File: config.mk
export PLATFORM = sky130hd
export DESIGN_NAME = idx_watchdog
export DESIGN_NICKNAME = d
export VERILOG_FILES = /design/src/rtl/idxwd_pkg.sv /design/src/rtl/idxwd_ctrl.sv /design/src/rtl/idxwd_dp.sv /design/src/rtl/idx_watchdog.sv
export SDC_FILE = /design/constraint.sdc
export NUM_CORES = 1
export LEC_CHECK = 0
export ABC_AREA = 1
export BUFFER_PORTS_ARGS = -buffer_cell sky130_fd_sc_hd__buf_2
export CAP_MARGIN = 10
export CELL_PAD_IN_SITES_DETAIL_PLACEMENT = 2
export CELL_PAD_IN_SITES_GLOBAL_PLACEMENT = 2
export CORE_AREA = 5 5 91 93
export DETAILED_ROUTE_END_ITERATION = 16
export DIE_AREA = 0 0 96 98
export GPL_ROUTABILITY_DRIVEN = 0
export PLACE_DENSITY_LB_ADDON = 0.08
export SYNTH_ARGS = -nofsm -noshare
export SYNTH_HDL_FRONTEND = slang
export SYNTH_SLANG_ARGS = --single-unit
File: constraint.sdc
create_clock -name clk -period 2.83 [get_ports clk]
set_input_delay 0.283 -clock clk [delete_from_list [all_inputs] [get_ports clk]]
set_output_delay 0.283 -clock clk [all_outputs]
set_load 0.05 [all_outputs]
File: src/rtl/idxwd_pkg.sv
package idxwd_pkg;
  localparam int BYTE_W = 8;
  typedef logic [BYTE_W-1:0] byte_t;

  // Write strobes from the access control to the timer datapath
  typedef struct packed {
    logic  wrEnable;
    logic  wrUnit;
    logic  wrCount;
    logic  wrReset;
    byte_t data;
  } cfg_strobe_t;

  // Datapath state presented for read-back
  typedef struct packed {
    logic  enable;
    logic  minutes;
    logic  kbdOk;
    logic  mouseOk;
    byte_t count;
  } wd_status_t;

  typedef enum logic [1:0] {LK_CLOSED, LK_HALF, LK_OPEN} lock_state_t;
endpackage

File: src/rtl/idxwd_ctrl.sv
module idxwd_ctrl import idxwd_pkg::*; #(
  parameter byte_t IDX_ADDR   = 8'h2E,
  parameter byte_t DATA_ADDR  = 8'h2F,
  parameter byte_t OPEN_KEY   = 8'h87,
  parameter byte_t CLOSE_KEY  = 8'hAA,
  parameter byte_t PAGE_REG   = 8'h07,
  parameter byte_t WD_PAGE    = 8'h08,
  parameter byte_t EN_REG     = 8'h30,
  parameter byte_t UNIT_REG   = 8'hF5,
  parameter byte_t CNT_REG    = 8'hF6,
  parameter byte_t RST_REG    = 8'hF7,
  parameter int    EN_BIT     = 0,
  parameter int    UNIT_BIT   = 3,
  parameter int    KBD_BIT    = 6,
  parameter int    MOUSE_BIT  = 7
) (
  input  logic        clk,
  input  logic        rstN,
  input  logic        busWr,
  input  byte_t       busAddr,
  input  byte_t       busWrData,
  input  wd_status_t  status,
  output cfg_strobe_t stb,
  output byte_t       busRdData
);
  lock_state_t state;
  byte_t       indexReg;
  byte_t       pageReg;
  logic        idxHit, dataHit, onPage;

  assign idxHit  = busWr && (busAddr == IDX_ADDR);
  assign dataHit = busWr && (busAddr == DATA_ADDR);
  assign onPage  = (state == LK_OPEN) && (pageReg == WD_PAGE);

  always_ff @(posedge clk) begin
    if (!rstN) begin
      state    <= LK_CLOSED;
      indexReg <= '0;
      pageReg  <= '0;
    end else begin
      if (idxHit) begin
        unique case (state)
          LK_CLOSED: if (busWrData == OPEN_KEY) state <= LK_HALF;
          LK_HALF:   state <= (busWrData == OPEN_KEY) ? LK_OPEN : LK_CLOSED;
          LK_OPEN: begin
            if (busWrData == CLOSE_KEY) state <= LK_CLOSED;
            else indexReg <= busWrData;
          end
          default: state <= LK_CLOSED;
        endcase
      end
      if (dataHit && state == LK_OPEN && indexReg == PAGE_REG)
        pageReg <= busWrData;
    end
  end

  always_comb begin
    stb          = '0;
    stb.data     = busWrData;
    stb.wrEnable = dataHit && onPage && (indexReg == EN_REG);
    stb.wrUnit   = dataHit && onPage && (indexReg == UNIT_REG);
    stb.wrCount  = dataHit && onPage && (indexReg == CNT_REG);
    stb.wrReset  = dataHit && onPage && (indexReg == RST_REG);
  end

  always_comb begin
    busRdData = '1;
    if (busAddr == DATA_ADDR && state == LK_OPEN) begin
      if (indexReg == PAGE_REG) begin
        busRdData = pageReg;
      end else if (onPage) begin
        if (indexReg == EN_REG) begin
          busRdData = '0;
          busRdData[EN_BIT] = status.enable;
        end else if (indexReg == UNIT_REG) begin
          busRdData = '0;
          busRdData[UNIT_BIT] = status.minutes;
        end else if (indexReg == CNT_REG) begin
          busRdData = status.count;
        end else if (indexReg == RST_REG) begin
          busRdData = '0;
          busRdData[KBD_BIT]   = status.kbdOk;
          busRdData[MOUSE_BIT] = status.mouseOk;
        end
      end
    end
  end


  restart_seq_chk: assert property (@(posedge clk) disable iff (!rstN)
    (state == LK_HALF && idxHit && busWrData != OPEN_KEY) |=> (state == LK_CLOSED));


  relock_chk: assert property (@(posedge clk) disable iff (!rstN)
    (state == LK_OPEN && idxHit && busWrData == CLOSE_KEY) |=> (state == LK_CLOSED));


  closed_read_chk: assert property (@(posedge clk) disable iff (!rstN)
    (state != LK_OPEN && busAddr == DATA_ADDR) |-> (busRdData == '1));


  closed_write_chk: assert property (@(posedge clk) disable iff (!rstN)
    (state != LK_OPEN) |-> !(stb.wrEnable || stb.wrUnit || stb.wrCount || stb.wrReset));
endmodule

File: src/rtl/idxwd_dp.sv
module idxwd_dp import idxwd_pkg::*; #(
  parameter int EN_BIT    = 0,
  parameter int UNIT_BIT  = 3,
  parameter int KBD_BIT   = 6,
  parameter int MOUSE_BIT = 7
) (
  input  logic        clk,
  input  logic        rstN,
  input  cfg_strobe_t stb,
  input  logic        secTick,
  input  logic        minTick,
  input  logic        kbdIrq,
  input  logic        mouseIrq,
  output wd_status_t  status,
  output logic        timeout
);
  logic  enReg, minReg, kbdOk, mouseOk, timedOut;
  byte_t cnt, loadVal, cntNext;
  logic  enNext, tick, irqReload;

  always_comb begin
    enNext    = stb.wrEnable ? stb.data[EN_BIT] : enReg;
    tick      = minReg ? minTick : secTick;
    irqReload = enReg && !timedOut && ((kbdIrq && kbdOk) || (mouseIrq && mouseOk));
    cntNext   = cnt;
    if (stb.wrCount)                       cntNext = stb.data;
    else if (irqReload)                    cntNext = loadVal;
    else if (enReg && tick && cnt != '0)   cntNext = cnt - 1'b1;
  end

  always_ff @(posedge clk) begin
    if (!rstN) begin
      enReg    <= 1'b0;
      minReg   <= 1'b0;
      kbdOk    <= 1'b0;
      mouseOk  <= 1'b0;
      loadVal  <= '0;
      cnt      <= '0;
      timedOut <= 1'b0;
    end else begin
      enReg <= enNext;
      if (stb.wrUnit) minReg <= stb.data[UNIT_BIT];
      if (stb.wrReset) begin
        kbdOk   <= stb.data[KBD_BIT];
        mouseOk <= stb.data[MOUSE_BIT];
      end
      if (stb.wrCount) loadVal <= stb.data;
      cnt      <= cntNext;
      timedOut <= enNext && (cntNext == '0);
    end
  end

  assign timeout = timedOut;
  assign status  = '{enable: enReg, minutes: minReg, kbdOk: kbdOk,
                     mouseOk: mouseOk, count: cnt};


  cnt_hold_chk: assert property (@(posedge clk) disable iff (!rstN)
    (!enReg && !stb.wrCount) |=> $stable(cnt));


  no_wrap_chk: assert property (@(posedge clk) disable iff (!rstN)
    (cnt == '0 && !stb.wrCount) |=> (cnt == '0));


  timeout_hold_chk: assert property (@(posedge clk) disable iff (!rstN)
    (timedOut && !stb.wrCount && !stb.wrEnable) |=> timedOut);


  kbd_reload_chk: assert property (@(posedge clk) disable iff (!rstN)
    (enReg && !timedOut && kbdIrq && kbdOk && !stb.wrCount) |=> (cnt == $past(loadVal)));
endmodule

File: src/rtl/idx_watchdog.sv
module idx_watchdog import idxwd_pkg::*; #(
  parameter byte_t IDX_ADDR  = 8'h2E,
  parameter byte_t DATA_ADDR = 8'h2F,
  parameter byte_t OPEN_KEY  = 8'h87,
  parameter byte_t CLOSE_KEY = 8'hAA,
  parameter byte_t PAGE_REG  = 8'h07,
  parameter byte_t WD_PAGE   = 8'h08,
  parameter byte_t EN_REG    = 8'h30,
  parameter byte_t UNIT_REG  = 8'hF5,
  parameter byte_t CNT_REG   = 8'hF6,
  parameter byte_t RST_REG   = 8'hF7,
  parameter int    EN_BIT    = 0,
  parameter int    UNIT_BIT  = 3,
  parameter int    KBD_BIT   = 6,
  parameter int    MOUSE_BIT = 7
) (
  input  logic        clk,
  input  logic        rstN,
  input  logic        busWr,
  input  logic [7:0]  busAddr,
  input  logic [7:0]  busWrData,
  output logic [7:0]  busRdData,
  input  logic        secTick,
  input  logic        minTick,
  input  logic        kbdIrq,
  input  logic        mouseIrq,
  output logic        timeout
);
  cfg_strobe_t stb;
  wd_status_t  status;

  idxwd_ctrl #(
    .IDX_ADDR(IDX_ADDR), .DATA_ADDR(DATA_ADDR), .OPEN_KEY(OPEN_KEY),
    .CLOSE_KEY(CLOSE_KEY), .PAGE_REG(PAGE_REG), .WD_PAGE(WD_PAGE),
    .EN_REG(EN_REG), .UNIT_REG(UNIT_REG), .CNT_REG(CNT_REG), .RST_REG(RST_REG),
    .EN_BIT(EN_BIT), .UNIT_BIT(UNIT_BIT), .KBD_BIT(KBD_BIT), .MOUSE_BIT(MOUSE_BIT)
  ) ctrl (
    .clk(clk), .rstN(rstN), .busWr(busWr), .busAddr(busAddr),
    .busWrData(busWrData), .status(status), .stb(stb), .busRdData(busRdData)
  );

  idxwd_dp #(
    .EN_BIT(EN_BIT), .UNIT_BIT(UNIT_BIT), .KBD_BIT(KBD_BIT), .MOUSE_BIT(MOUSE_BIT)
  ) dp (
    .clk(clk), .rstN(rstN), .stb(stb), .secTick(secTick), .minTick(minTick),
    .kbdIrq(kbdIrq), .mouseIrq(mouseIrq), .status(status), .timeout(timeout)
  );
endmodule

==> After elaboration in Yosys (flattened, before gate mapping) <==
Index checks and enable logic that the tools add are counted.
{ "op_classes": {"addsub": 1, "eq_ne": 14, "n_mux": 16, "n_bitwise": 1, "n_reduce_logical": 25} }
{ "op_table": {"columns": ["cell", "count"], "rows": [
  ["$mux 8", 10],
  ["$eq 8x8->1 const B", 5],
  ["$eq 8x6->1 const B", 3],
  ["$logic_and 1x1->1", 18],
  ["$eq 8x3->1 const B", 1],
  ["$eq 8x4->1 const B", 1],
  ["$logic_not 8->1", 1],
  ["$reduce_bool 8->1", 1],
  ["$sub 8x1->8 const B", 1],
  ["$mux 2", 3],
  ["$pmux 2 s3", 1],
  ["$reduce_and 3->1", 2],
  ["$ne 2x1->1 const B", 2],
  ["$eq 2x1->1 const B", 1],
  ["$eq 2x2->1 const B", 1],
  ["$logic_not 2->1", 1],
  ["$mux 1", 2],
  ["$logic_not 1->1", 1],
  ["$logic_or 1x1->1", 1],
  ["$not 1->1", 1]
]} }
{ "totals": {"reg_bits": 39, "in_bits": 23, "output_inout_bits": 9, "word_cells": 67} }

==> Depth between registers and ports, before layout <==
{ "logic_depth": {"ltp_word": 8, "mapped_depth": 13, "depth_no_buf": 13} }

==> By module <==
From an unflattened synthesis, not the netlist that was laid out.
{ "hier_totals": {"cells_unflattened": 450, "area_unflattened_um2": 2707.6} }
{ "by_module_without_submodules": {"columns": ["module", "instances", "cells_per_inst", "area_per_inst_um2", "seq_area_each_um2"], "rows": [
  ["idxwd_ctrl", 1, 263, 1507.7, 360.3],
  ["idxwd_dp", 1, 187, 1199.9, 420.4]
]} }

==> Worst setup path after synthesis <==
Ideal clock, no wire load.
{ "synth_timing": {"path_kind": "register to output", "startpoint": "reg ctrl.indexReg[1]", "endpoint": "out busRdData[3]", "arrival_ps": 1712, "required_ps": 2547, "path_slack_ps": 835, "path_stages_with_launch": 6, "path_buffers": 1, "cell_sequence": "dfxtp_1 > inv_1 > nor3_2 > nand2_1 > clkbuf_1 > o211ai_1"} }
{ "synth_via": {"elab_chain_cells": 8, "word_cells_on_any_way": 12, "cone_classes": "eq/ne (5); mux (7)"} }
{ "synth_lines": {"columns": ["item", "line_no", "rtl"], "rows": [
  ["from (decl)", "idxwd_ctrl.sv:27", "byte_t indexReg;"],
  ["from (signal assigned)", "idxwd_ctrl.sv:47", "else indexReg <= busWrData;"],
  ["$eq 8x8->1", "idxwd_ctrl.sv:80", "end else if (indexReg == RST_REG) begin"],
  ["$mux 8", "idxwd_ctrl.sv:80", null],
  ["$mux 8", "idxwd_ctrl.sv:78", "end else if (indexReg == CNT_REG) begin"],
  ["$mux 8", "idxwd_ctrl.sv:75", "end else if (indexReg == UNIT_REG) begin"],
  ["$mux 8", "idxwd_ctrl.sv:72", "if (indexReg == EN_REG) begin"],
  ["$mux 8", "idxwd_ctrl.sv:71", "end else if (onPage) begin"],
  ["$mux 8 (*)", "idxwd_ctrl.sv:69", "if (indexReg == PAGE_REG) begin"],
  ["$mux 8 (*)", "idxwd_ctrl.sv:68", "if (busAddr == DATA_ADDR && state == LK_OPEN) begin"],
  ["to (decl)", "idx_watchdog.sv:22", "output logic [7:0] busRdData,"]
]} }
Every way passes the cells marked *; elsewhere a longest branch is shown, timed or not.

==> Worst setup path in the final report <==
{ "layout_timing": {"startpoint": "reg ctrl.indexReg[3]", "endpoint": "out busRdData[5]"} }
Same word-level chain as after synthesis.

==> metrics.txt <==
Net count, final 432; crit path max fanout 5; Worst Path Required between 2000 and 3000 ps; Iteration-0 DRC Markers between 40 and 50; post-CTS resize count 0; Post-Syn Area per Cell 6.28 um2; r2r setup slk approximately 850 ps; sink count of the clock tree 39; number of antenna violations at the first check in global routing 0; setup TNS 0 ps; Setup Skew around 4.1 ps; Max Clk Rate roughly 410 MHz; status finished, final reports clean; Max-slew headroom between 50% and 60%; pre-CTS WS roughly 740 ps; met3 usage approximately 2.5%; Final setup viols 0; Pins Over Slew Limit 0; post-CTS setup buffers 0; total gr overflow 0; met2 Track Usage GR 30.6%; Final period util a little under nine tenths; Die Width 96 um; area added between synthesis and finish 16.2%; WL per Instance about 17 um; GRT met1 Usage approximately 28%; DP HPWL 6750 um; io pins 32; Buffers on Ports 31; Clock Pin Slew Worst Setup and Hold Paths roughly 80 ps; Pleak ~1.2 nW; Worst-Skew Late Latency 300 ps; final-report hold violation count 0; Worst Slack Setup Final 397 ps; unique cell type count in the Yosys netlist 30; CTS buffer count 5; Die Ht between 90 and 100 um; layout cells sized above 1 between 10% and 20%; grt peak-use layer met2; Initial Util about a third; pin count of the biggest net entering global routing 29; WL final approximately 8500 um; Fill cells 972; Mapped Area between 2000 and 2500 um2; Critical Path AT about 2200 ps; Final min period ~2400 ps; worst-margin pin slew just over 600 ps; DRC viols 0; CTS Hold Bufs 0; critical path class reg -> out; Site Rows 32; GRT Util Overall 19.4%; total core area ~7400 um2; Worst Hold Class in -> reg; VDD IR max roughly 0.32 mV; clock root cell clkbuf_8; Via-to-Cell Ratio 4.99; startpoint types flip-flop; Mapped Cells 373; die area between 9000 and 10000 um2; antenna viol nets, final 0; Max Cap Viol 0; DR vias ~2500; net count after synthesis roughly 400; sequential fraction of the synthesis area between 30% and 40%; pwr dens around 400 nW/um2; Ys Warns 0; Pre-antenna DRT Iters 4; number of global-route vias before repair 2768; CTS H-tree depth 2; first-pass GRT wire length ~14000 um; CTS tree done; register bit total from synthesis 39; # diodes 0; final core utilization 36.6%; Crit. End Element primary output; Max Root-Sink Buffers 2; RSZ-0062 raised after global routing no
## critical path, cell delays in order, from the launching register on
cell and delay [ps]:
dfxtp_1 350, inv_1 70, nand2_1 100, nor3_1 60, nand2_1 100, o21ai_0 160, or2_2 360, a21oi_1 170
o21ai_0 110, nand2_1 100, buf_2 270
## cell usage in the layout (no fill, tap or decap), drive strengths merged
| cell | instances |
|---|---|
| a211oi | 11 |
| a21oi | 38 |
| a221oi | 2 |
| a22o | 1 |
| buf | 32 |
| bufinv | 1 |
| clkbuf | 5 |
| clkinv | 3 |
| dfxtp | 39 |
| ha | 2 |
| inv | 51 |
| nand2 | 103 |
| nand3 | 26 |
| nand3b | 2 |
| nand4 | 2 |
| nor2 | 53 |
| nor3 | 7 |
| nor4 | 3 |
| o211ai | 4 |
| o21ai | 21 |
| or2 | 1 |
| xor2 | 1 |
## metrics by stage
stage / cells / hold slack [ps] / area, um2 / power, mW
finish: 510 / 249 / 2720 / 1.07
global route: 510 / 246 / 2720 / 1.11
CTS: 510 / 247 / 2720 / 1.08
detailed placement: 502 / 461 / 2610 / 0.611
global placement: 502 / 450 / 2610 / 0.610
floorplan: 373 / 427 / 2340 / 0.580
## flip-flops by register name (all words and copies together), names as in the netlist, 2 cells and up
| register | count |
|---|---|
| ctrl.indexReg | 8 |
| dp.cnt | 8 |
| dp.loadVal | 8 |
| ctrl.pageReg | 8 |
| ctrl.state | 2 |
## cells in the mapped netlist
cell type	count	area, um2
a211oi_1	11	82.6
a21oi_1	38	190
a221oi_1	2	17.5
a22o_1	1	8.76
buf_4	1	7.51
clkbuf_1	4	15.0
clkinv_1	1	3.75
dfxtp_1	39	781
ha_1	2	25.0
inv_1	49	184
inv_2	2	7.51
nand2_1	100	375
nand2_2	2	12.5
nand2_4	1	11.3
nand3_1	24	120
nand3_2	1	10.0
nand3_4	1	17.5
nand3b_1	2	15.0
nand4_1	2	12.5
nor2_1	48	180
nor2_2	4	25.0
nor2_8	1	20.0
nor3_1	5	25.0
nor3_2	1	10.0
nor3_4	1	16.3
nor4_1	3	18.8
o211ai_1	4	30.0
o21ai_0	21	105
or2_2	1	6.26
xor2_1	1	8.76
## area by class of cell
| type | count | area, um2 | share of cell area (%) |
|---|---|---|---|
| Timing Repair Buffer | 32 | 163 | 5.97 |
| Multi-Input combinational cell | 277 | 1340 | 49.4 |
| Clock buffer | 5 | 68.8 | 2.53 |
| Tap cell | 102 | 128 | 4.69 |
| Inverter | 52 | 195 | 7.17 |
| Clock inverter | 3 | 43.8 | 1.61 |
| Sequential cell | 39 | 781 | 28.7 |
## layer usage
| layer | up-vias | share of wire, % |
|---|---|---|
| li1 | 1281 | - |
| met1 | 1226 | 52 |
| met2 | 33 | 45 |
| met3 | 6 | 2.5 |
| met4 | 0 | 0.80 |
| met5 | - | 0 |
## path summary, 6_finish.rpt
path / startpoint / to / cells after the start
max: ctrl.indexReg[3] / busRdData[5] / 10
min: busWrData[6] / dp.loadVal[6] / 3
max reg2reg: dp.cnt[0] / dp.timeout / 13
min reg2reg: dp.loadVal[5] / dp.loadVal[5] / 2
## report_power, final
group	switching, mW	leakage [nW]	internal, mW	total [mW]
clock	0.215	0.0581	0.263	0.478
sequential	0.000000320	0.314	0.548	0.548
combinational	0.0329	0.845	0.0157	0.0486
## cells by family after synthesis
group / Yosys count / synth area share, %
adders and majority gates: 2 / 1.07
AOI/OAI and AO/OA: 77 / 18.5
buffers and inverters: 57 / 9.29
DFF: 39 / 33.3
xor gates and xnor gates: 1 / 0.374
and+or+nand+nor: 197 / 37.4
Note: power is estimated with default switching activity, not from simulation.
